File: src/rtl/pwm3_pkg.sv
package pwm3_pkg;
   localparam int NPH      = 3;
   localparam int PH_IDX_W = $clog2(NPH);

   typedef enum logic [PH_IDX_W-1:0] {
      PH_RED = 2'd0,
      PH_YEL = 2'd1,
      PH_BLU = 2'd2
   } phase_e;

   // Which table offset a phase uses; reverse order swaps the non-red phases.
   function automatic logic [PH_IDX_W-1:0] order_index(input logic [PH_IDX_W-1:0] k,
                                                       input logic rev);
      return (rev && k != '0) ? PH_IDX_W'(NPH) - k : k;
   endfunction
endpackage

File: src/rtl/pwm3_carrier.sv
module pwm3_carrier #(
   parameter int CARR_W  = 8,
   parameter int SEL_W   = 3,
   parameter int MAX_SEL = 5
) (
   input  logic              clk,
   input  logic              rst_n,
   input  logic [SEL_W-1:0]  sel_i,
   output logic [CARR_W-1:0] tri_o,
   output logic              peak_o
);
   localparam int PRE_W = (MAX_SEL > 0) ? MAX_SEL : 1;
   localparam logic [CARR_W-1:0] TOP = '1;

   logic [SEL_W-1:0]  sel_c;
   logic [PRE_W-1:0]  pre_q, lim;
   logic [CARR_W-1:0] tri_q;
   logic              up_q, tick, peak;

   always_comb begin
      sel_c = (int'(sel_i) > MAX_SEL) ? SEL_W'(MAX_SEL) : sel_i;
      lim   = PRE_W'((1 << sel_c) - 1);
      tick  = (pre_q == lim);
      peak  = tick && (up_q ? (tri_q == TOP) : (tri_q == '0));
   end

   always_ff @(posedge clk or negedge rst_n) begin
      if (!rst_n) begin
         pre_q <= '0;
         tri_q <= '0;
         up_q  <= 1'b1;
      end else begin
         pre_q <= tick ? '0 : pre_q + 1'b1;
         if (tick) begin
            if (peak)      up_q  <= ~up_q;
            else if (up_q) tri_q <= tri_q + 1'b1;
            else           tri_q <= tri_q - 1'b1;
         end
      end
   end

   assign tri_o  = tri_q;
   assign peak_o = peak;

   AST_TRI_HOLD: assert property (@(posedge clk) disable iff (!rst_n)
      !tick |=> $stable(tri_q));
   AST_TRI_STEP: assert property (@(posedge clk) disable iff (!rst_n)
      (tick && !peak) |=> (tri_q == $past(tri_q) + 1'b1 || tri_q == $past(tri_q) - 1'b1));
endmodule

File: src/rtl/pwm3_phase_acc.sv
module pwm3_phase_acc
   import pwm3_pkg::*;
#(
   parameter int ACC_W  = 22,
   parameter int FREQ_W = 12,
   parameter int RNG_W  = 3,
   parameter int ADDR_W = 11,
   parameter int DATA_W = 4
) (
   input  logic                         clk,
   input  logic                         rst_n,
   input  logic                         peak_i,
   input  logic [FREQ_W-1:0]            freq_i,
   input  logic [RNG_W-1:0]             rng_i,
   input  logic                         rev_i,
   input  logic [DATA_W-1:0]            mem_data_i,
   output logic [ADDR_W-1:0]            mem_addr_o,
   output logic                         zpp_o,
   output logic [NPH-1:0][DATA_W-1:0]   samp_o
);
   localparam int SEQ_W = $clog2(NPH + 2);

   logic [ACC_W-1:0]                 acc_q, inc;
   logic [ACC_W:0]                   sum;
   logic                             zpp_q, commit_q;
   logic [SEQ_W-1:0]                 seq_q;
   logic [NPH-1:0][DATA_W-1:0]       pend_q, samp_q;
   logic [NPH-1:0][ADDR_W-1:0]       off_w;
   logic [ADDR_W-1:0]                base, addr_c;

   for (genvar k = 0; k < NPH; k++) begin : g_off
      assign off_w[k] = ADDR_W'((k * (2 ** ADDR_W) + NPH / 2) / NPH);
   end

   always_comb begin
      inc    = ACC_W'(freq_i) << rng_i;
      sum    = {1'b0, acc_q} + {1'b0, inc};
      base   = acc_q[ACC_W-1 -: ADDR_W];
      addr_c = base;
      for (int k = 0; k < NPH; k++) begin
         if (int'(seq_q) == k + 1)
            addr_c = base + off_w[order_index(PH_IDX_W'(k), rev_i)];
      end
   end

   always_ff @(posedge clk or negedge rst_n) begin
      if (!rst_n) begin
         acc_q      <= '0;
         zpp_q      <= 1'b0;
         seq_q      <= '0;
         commit_q   <= 1'b0;
         pend_q     <= '0;
         samp_q     <= '0;
         mem_addr_o <= '0;
      end else begin
         commit_q <= 1'b0;
         if (peak_i) begin
            acc_q <= sum[ACC_W-1:0];
            zpp_q <= sum[ACC_W];
            seq_q <= SEQ_W'(1);
         end else if (seq_q != '0) begin
            seq_q <= (int'(seq_q) == NPH + 1) ? '0 : seq_q + 1'b1;
         end
         if (seq_q != '0 && int'(seq_q) <= NPH) mem_addr_o <= addr_c;
         for (int k = 0; k < NPH; k++) begin
            if (int'(seq_q) == k + 2) pend_q[k] <= mem_data_i;
         end
         if (int'(seq_q) == NPH + 1) commit_q <= 1'b1;
         if (commit_q) samp_q <= pend_q;
      end
   end

   assign zpp_o  = zpp_q;
   assign samp_o = samp_q;

   AST_FREQ_ZERO_HOLD: assert property (@(posedge clk) disable iff (!rst_n)
      (freq_i == '0) |=> $stable(acc_q));
   AST_ZPP_AT_SAMPLE: assert property (@(posedge clk) disable iff (!rst_n)
      !peak_i |=> $stable(zpp_o));
   AST_SEQ_IDLE_AT_PEAK: assert property (@(posedge clk) disable iff (!rst_n)
      peak_i |-> (seq_q == '0));
endmodule

File: src/rtl/pwm3_modulator.sv
module pwm3_modulator
   import pwm3_pkg::*;
#(
   parameter int DATA_W = 4,
   parameter int AMP_W  = 8,
   parameter int CARR_W = 8
) (
   input  logic                        clk,
   input  logic                        rst_n,
   input  logic [NPH-1:0][DATA_W-1:0]  samp_i,
   input  logic [AMP_W-1:0]            amp_i,
   input  logic                        hold_mid_i,
   input  logic [CARR_W-1:0]           tri_i,
   output logic [NPH-1:0]              pwm_o
);
   localparam int LVL_W = CARR_W + 1;
   localparam int PW    = DATA_W + AMP_W + 3;
   localparam int SH    = DATA_W + AMP_W - CARR_W;
   localparam int SMAX  = 2 ** DATA_W - 1;
   localparam int FULL  = 2 ** CARR_W;
   localparam int MID   = FULL / 2;

   for (genvar k = 0; k < NPH; k++) begin : g_ph
      logic signed [PW-1:0] ctr, prod, lsum;
      logic [LVL_W-1:0]     lvl;
      logic                 pq;

      always_comb begin
         ctr  = $signed(PW'({samp_i[k], 1'b0})) - $signed(PW'(SMAX));
         prod = ctr * $signed(PW'(amp_i));
         lsum = (prod >>> SH) + $signed(PW'(MID));
         if (hold_mid_i)                      lvl = LVL_W'(MID);
         else if (lsum < 0)                   lvl = '0;
         else if (lsum > $signed(PW'(FULL)))  lvl = LVL_W'(FULL);
         else                                 lvl = LVL_W'(lsum);
      end

      always_ff @(posedge clk or negedge rst_n) begin
         if (!rst_n) pq <= 1'b0;
         else        pq <= (lvl > {1'b0, tri_i});
      end

      assign pwm_o[k] = pq;

      AST_FULL_ON: assert property (@(posedge clk) disable iff (!rst_n)
         (lvl == LVL_W'(FULL)) |=> pwm_o[k]);
      AST_FULL_OFF: assert property (@(posedge clk) disable iff (!rst_n)
         (lvl == '0) |=> !pwm_o[k]);
   end
endmodule

File: src/rtl/pwm3_engine.sv
module pwm3_engine
   import pwm3_pkg::*;
#(
   parameter int CARR_W  = 8,
   parameter int SEL_W   = 3,
   parameter int MAX_SEL = 5,
   parameter int FREQ_W  = 12,
   parameter int RNG_W   = 3,
   parameter int ACC_W   = 22,
   parameter int ADDR_W  = 11,
   parameter int DATA_W  = 4,
   parameter int AMP_W   = 8
) (
   input  logic              clk,
   input  logic              rst_n,
   input  logic [SEL_W-1:0]  carr_sel_i,
   input  logic [FREQ_W-1:0] freq_i,
   input  logic [RNG_W-1:0]  rng_i,
   input  logic              rev_i,
   input  logic [AMP_W-1:0]  amp_i,
   input  logic [DATA_W-1:0] mem_data_i,
   output logic [ADDR_W-1:0] mem_addr_o,
   output logic [NPH-1:0]    pwm_o,
   output logic              zpp_o
);
   if (MAX_SEL >= 2 ** SEL_W) begin : g_bad_sel
      $error("carrier select field too narrow for MAX_SEL");
   end
   if (FREQ_W + 2 ** RNG_W - 1 > ACC_W) begin : g_bad_acc
      $error("accumulator too narrow for shifted step word");
   end
   if (ADDR_W > ACC_W) begin : g_bad_addr
      $error("address wider than accumulator");
   end
   if (DATA_W + AMP_W < CARR_W) begin : g_bad_scale
      $error("sample and amplitude too narrow for carrier resolution");
   end

   logic [CARR_W-1:0]          tri_w;
   logic                       peak_w;
   logic [NPH-1:0][DATA_W-1:0] samp_w;
   logic                       hold_mid;

   assign hold_mid = (freq_i == '0);

   pwm3_carrier #(.CARR_W(CARR_W), .SEL_W(SEL_W), .MAX_SEL(MAX_SEL)) u_carrier (
      .clk    (clk),
      .rst_n  (rst_n),
      .sel_i  (carr_sel_i),
      .tri_o  (tri_w),
      .peak_o (peak_w)
   );

   pwm3_phase_acc #(.ACC_W(ACC_W), .FREQ_W(FREQ_W), .RNG_W(RNG_W),
                    .ADDR_W(ADDR_W), .DATA_W(DATA_W)) u_acc (
      .clk        (clk),
      .rst_n      (rst_n),
      .peak_i     (peak_w),
      .freq_i     (freq_i),
      .rng_i      (rng_i),
      .rev_i      (rev_i),
      .mem_data_i (mem_data_i),
      .mem_addr_o (mem_addr_o),
      .zpp_o      (zpp_o),
      .samp_o     (samp_w)
   );

   pwm3_modulator #(.DATA_W(DATA_W), .AMP_W(AMP_W), .CARR_W(CARR_W)) u_mod (
      .clk        (clk),
      .rst_n      (rst_n),
      .samp_i     (samp_w),
      .amp_i      (amp_i),
      .hold_mid_i (hold_mid),
      .tri_i      (tri_w),
      .pwm_o      (pwm_o)
   );

   AST_RST_OUT_LOW: assert property (@(posedge clk)
      !rst_n |=> (pwm_o == '0 && !zpp_o));
endmodule

File: config.mk
export PLATFORM = sky130hd
export DESIGN_NAME = pwm3_engine
export DESIGN_NICKNAME = d
export VERILOG_FILES = /design/src/rtl/pwm3_pkg.sv /design/src/rtl/pwm3_carrier.sv /design/src/rtl/pwm3_phase_acc.sv /design/src/rtl/pwm3_modulator.sv /design/src/rtl/pwm3_engine.sv
export SDC_FILE = /design/constraint.sdc
export NUM_CORES = 1
export LEC_CHECK = 0
export ABC_AREA = 1
export BUFFER_PORTS_ARGS = -buffer_cell sky130_fd_sc_hd__buf_2
export CORE_MARGIN = 4
export CORE_UTILIZATION = 43
export DETAILED_ROUTE_END_ITERATION = 7
export HOLD_SLACK_MARGIN = 0.02
export SLEW_MARGIN = 20
export SYNTH_ARGS = -nofsm -noshare
export SYNTH_HDL_FRONTEND = slang
export SYNTH_HIERARCHICAL = 1
export SYNTH_SLANG_ARGS = --single-unit
File: constraint.sdc
create_clock -name clk -period 5.8 [get_ports clk]
set_input_delay 1.16 -clock clk [delete_from_list [all_inputs] [get_ports clk]]
set_output_delay 1.16 -clock clk [all_outputs]
set_load 0.01 [all_outputs]
==> impl_results.md <==
- Status: finished with violations
- Failing checks: setup timing
- Core ar.: 28940 um^2
- Vias per Instance: 4.984
- Die area: between 30000 and 40000 um^2
- Finished Layout Cells: roughly 2500
- Top Ports: between 40 and 50
- Per-cell routed wire length: 13.53 um
- Final instance area: between 15000 and 20000 um^2
- Post-synthesis mux area share: 0.01204
- Gr ovfl total: 0
- Layout cells sized above 1: 0.1780
- Most frequent cells after synthesis: nand2_1, inv_1, nor2_1
- Initial antenna violation count: 0
- Via count: around 12000
- Main area contributors after synthesis: nand2_1, ha_1, dfrtp_1
- Fin Setup TNS: -0.002508 ns
- Fmax: 0.1723 GHz
- DP HPWL: around 27000 um
- WP data required: 6.03 ns
- WL final: about 33000 um
- Synth top area share: 0.1785
- Max Root-Sink Buffers: 2
- First-pass GRT wire length: ~56000 um
- Yosys reg bits: slightly below 80
- Final Skew: about 0.0076 ns
- Cells after synthesis: around 1900
- Vias in the first global route: 11730
- Largest net degree at the start of global routing: 44
- Synth warnings: 6
- N_diodes: 0
- Die Wd: 179.7 um
- Synth Flop Type: dfrtp_1
- Unique masters post-synth: between 40 and 50
- Critical-path top delay cell: fa_1
- Worst Path Max Fanout: 12
- WP depth: 28
- Bufs and invs on worst path: 5
- Final hold viol count: 0
- Final period utilization: 1.000
- Row cnt: just over 60
- Compound-Gate Fraction of Synth Area: 0.07981
- # DRC: 0
- Placer congestion estimate: between 0.9 and 1
- Critical Path Max Stage Delay: just over 0.5 ns
- Simple-gate share of the synthesized area: 0.3300
- Cell total after placement: between 2000 and 2500
- DP Area: 14360 um^2
- Filler cells: just under 3000
- Skew-Pair Late Insertion Delay: 0.34 ns
- Root Driver: clkbuf_16
- MaxCap Viol Count: 0
- Seq/Total Area, Yosys: 0.1560
- Number of DRC markers in iteration 0: about 660
- Worst hold path class: reg -> reg
- CTS Sinks: a little under 80
- Post-DRT Antenna Nets: 0
- WP data arrival: between 6 and 7 ns
- Syn Area/Cell: between 6 and 7 um^2
- Kind of critical path: in -> reg
- I/O Buffers: 47
- Hold depth: 2
- Post-route setup slack: -0.002508 ns
- Total GRT Usage: 0.2030
- Final Util: 0.5218
- TritonCTS Buffers: 9
- Chip height: roughly 180 um
- Clock Pin Slew Worst Setup and Hold Paths: about 0.060 ns
- Nets@finish: ~2300
- Post-Synth XOR/XNOR Area: 0.01934
- Post-Synth Adder-Cell Area: 0.2944
- RSZ-0062 raised after global routing: yes
- Worst setup EP type: flip-flop
- Max Slew Vio Count: 0
- Top-count cell post-synth: nand2_1
- Async SR Flop Fraction: 1.000
- Syn_nets: ~2200
- Cell family with most CP delay: adder cells
- Starting Density: 0.4383
- Slew headroom: 0.4877
- Yosys top cell by area: nand2_1
- TritonCTS clock tree: built
- Synth Cell Area: around 13000 um^2
- Layout Area Growth over Synthesis: 19.04%
- Crit path top cell by count: nand2_1
- Setup crit start kind: input pin
- Detailed Routing Iterations Pass 1: 5
- Crit path time final: 5.803 ns
- Largest family of logic cells by synthesized area: simple AND/OR/NAND/NOR gates
- Number of synthesized flops with an enable pin: 0
- Final setup vio count: 1
- Tightest Pin Transition: around 0.77 ns
- H-tree Lvls: 3
- Worst r2r path cells: 30
[final timing paths]
path                                      from                  end  slack, ns
max                                   amp_i[5]     u_mod/g_ph[1].pq     -0.003
min                        u_acc/mem_addr_o[9]  u_acc/mem_addr_o[9]       0.48
max reg2reg                    u_acc/samp_o[3]     u_mod/g_ph[0].pq       0.38
min reg2reg                u_acc/mem_addr_o[9]  u_acc/mem_addr_o[9]       0.48
max in group asynchronous                rst_n  u_acc/mem_addr_o[9]       4.04
min in group asynchronous                rst_n       u_acc/acc_q[1]       0.77
[worst register-to-register path, delay by kind of cell (launching register included)]
kind	cells	cell delay [ns]
adders and majority gates	7	2.88
and+or+nand+nor	16	1.31
AOI/OAI and AO/OA	3	0.35
DFF	1	0.40
buffers and inverters	4	0.40
[metrics by stage]
stage | setup WS [ns] | hold slack (ns)
3_5_place_dp | -0.4943 | 0.4638
5_1_grt | -0.3502 | 0.5040
3_3_place_gp | -0.4070 | 0.4615
6_report | -0.002508 | 0.4757
2_1_floorplan | -0.1246 | 0.4476
4_1_cts | -0.07641 | 0.4799
[layout make-up]
| class | instances | area, um^2 | share of cell area |
|---|---|---|---|
| Inverter | 305 | 1160 | 0.07683 |
| Clock inverter | 6 | 70.07 | 0.004641 |
| Sequential cell | 79 | 1978 | 0.1310 |
| Tap cell | 384 | 480.5 | 0.03182 |
| Timing Repair Buffer | 192 | 1413 | 0.09357 |
| Clock buffer | 9 | 225.2 | 0.01492 |
| Multi-Input combinational cell | 1476 | 9771 | 0.6472 |
[registers in the layout, indices dropped and copies added (netlist names)]
name,count
u_acc/acc_q,22
u_acc/pend_q,12
u_acc/samp_o,12
u_acc/mem_addr_o,11
u_carrier/tri_o,8
u_carrier/pre_q,5
u_acc/seq_q,3
u_mod/g_ph.pq,3
u_acc/commit_q,1
u_acc/zpp_o,1
u_carrier/up_q,1
[routing by layer]
layer	GRT usage	routed length (um)
met1	0.2732	15690
met2	0.3549	15980
met4	0.04846	578
met3	0.01778	913
met5	0	0
[cells by family (layout without fill, tap and decap cells)]
group | count (synthesis) | count (layout)
flops | 79 | 79
buf+inv | 349 | 512
compound gates | 184 | 184
simple gates | 999 | 999
mux | 14 | 14
xor+xnor | 28 | 28
fa+ha+maj | 251 | 251
[layout by cell type, fill, tap and decap left out, drive strengths merged, types with 3 or more instances in the layout]
cell type,count
nand2,615
inv,305
buf,191
nor2,183
ha,172
nand3,124
a21oi,82
o21ai,81
fa,79
dfrtp,78
nand4,33
nor3,17
xor2,15
nand3b,13
xnor2,13
mux2,10
clkbuf,10
or2,10
o21bai,7
a31oi,6
mux2i,4
clkinvlp,3
nor4,3
[timing repair]
action,CTS,global route
hold endpoints to repair,0,0
pin swaps,64,15
gates resized for setup,59,28
setup endpoints to repair,3,3
hold buffers,0,0
buffers inserted,14,0
Power is not shown: default switching activity piles up to over one toggle a cycle in this logic, so the estimate is an artifact.
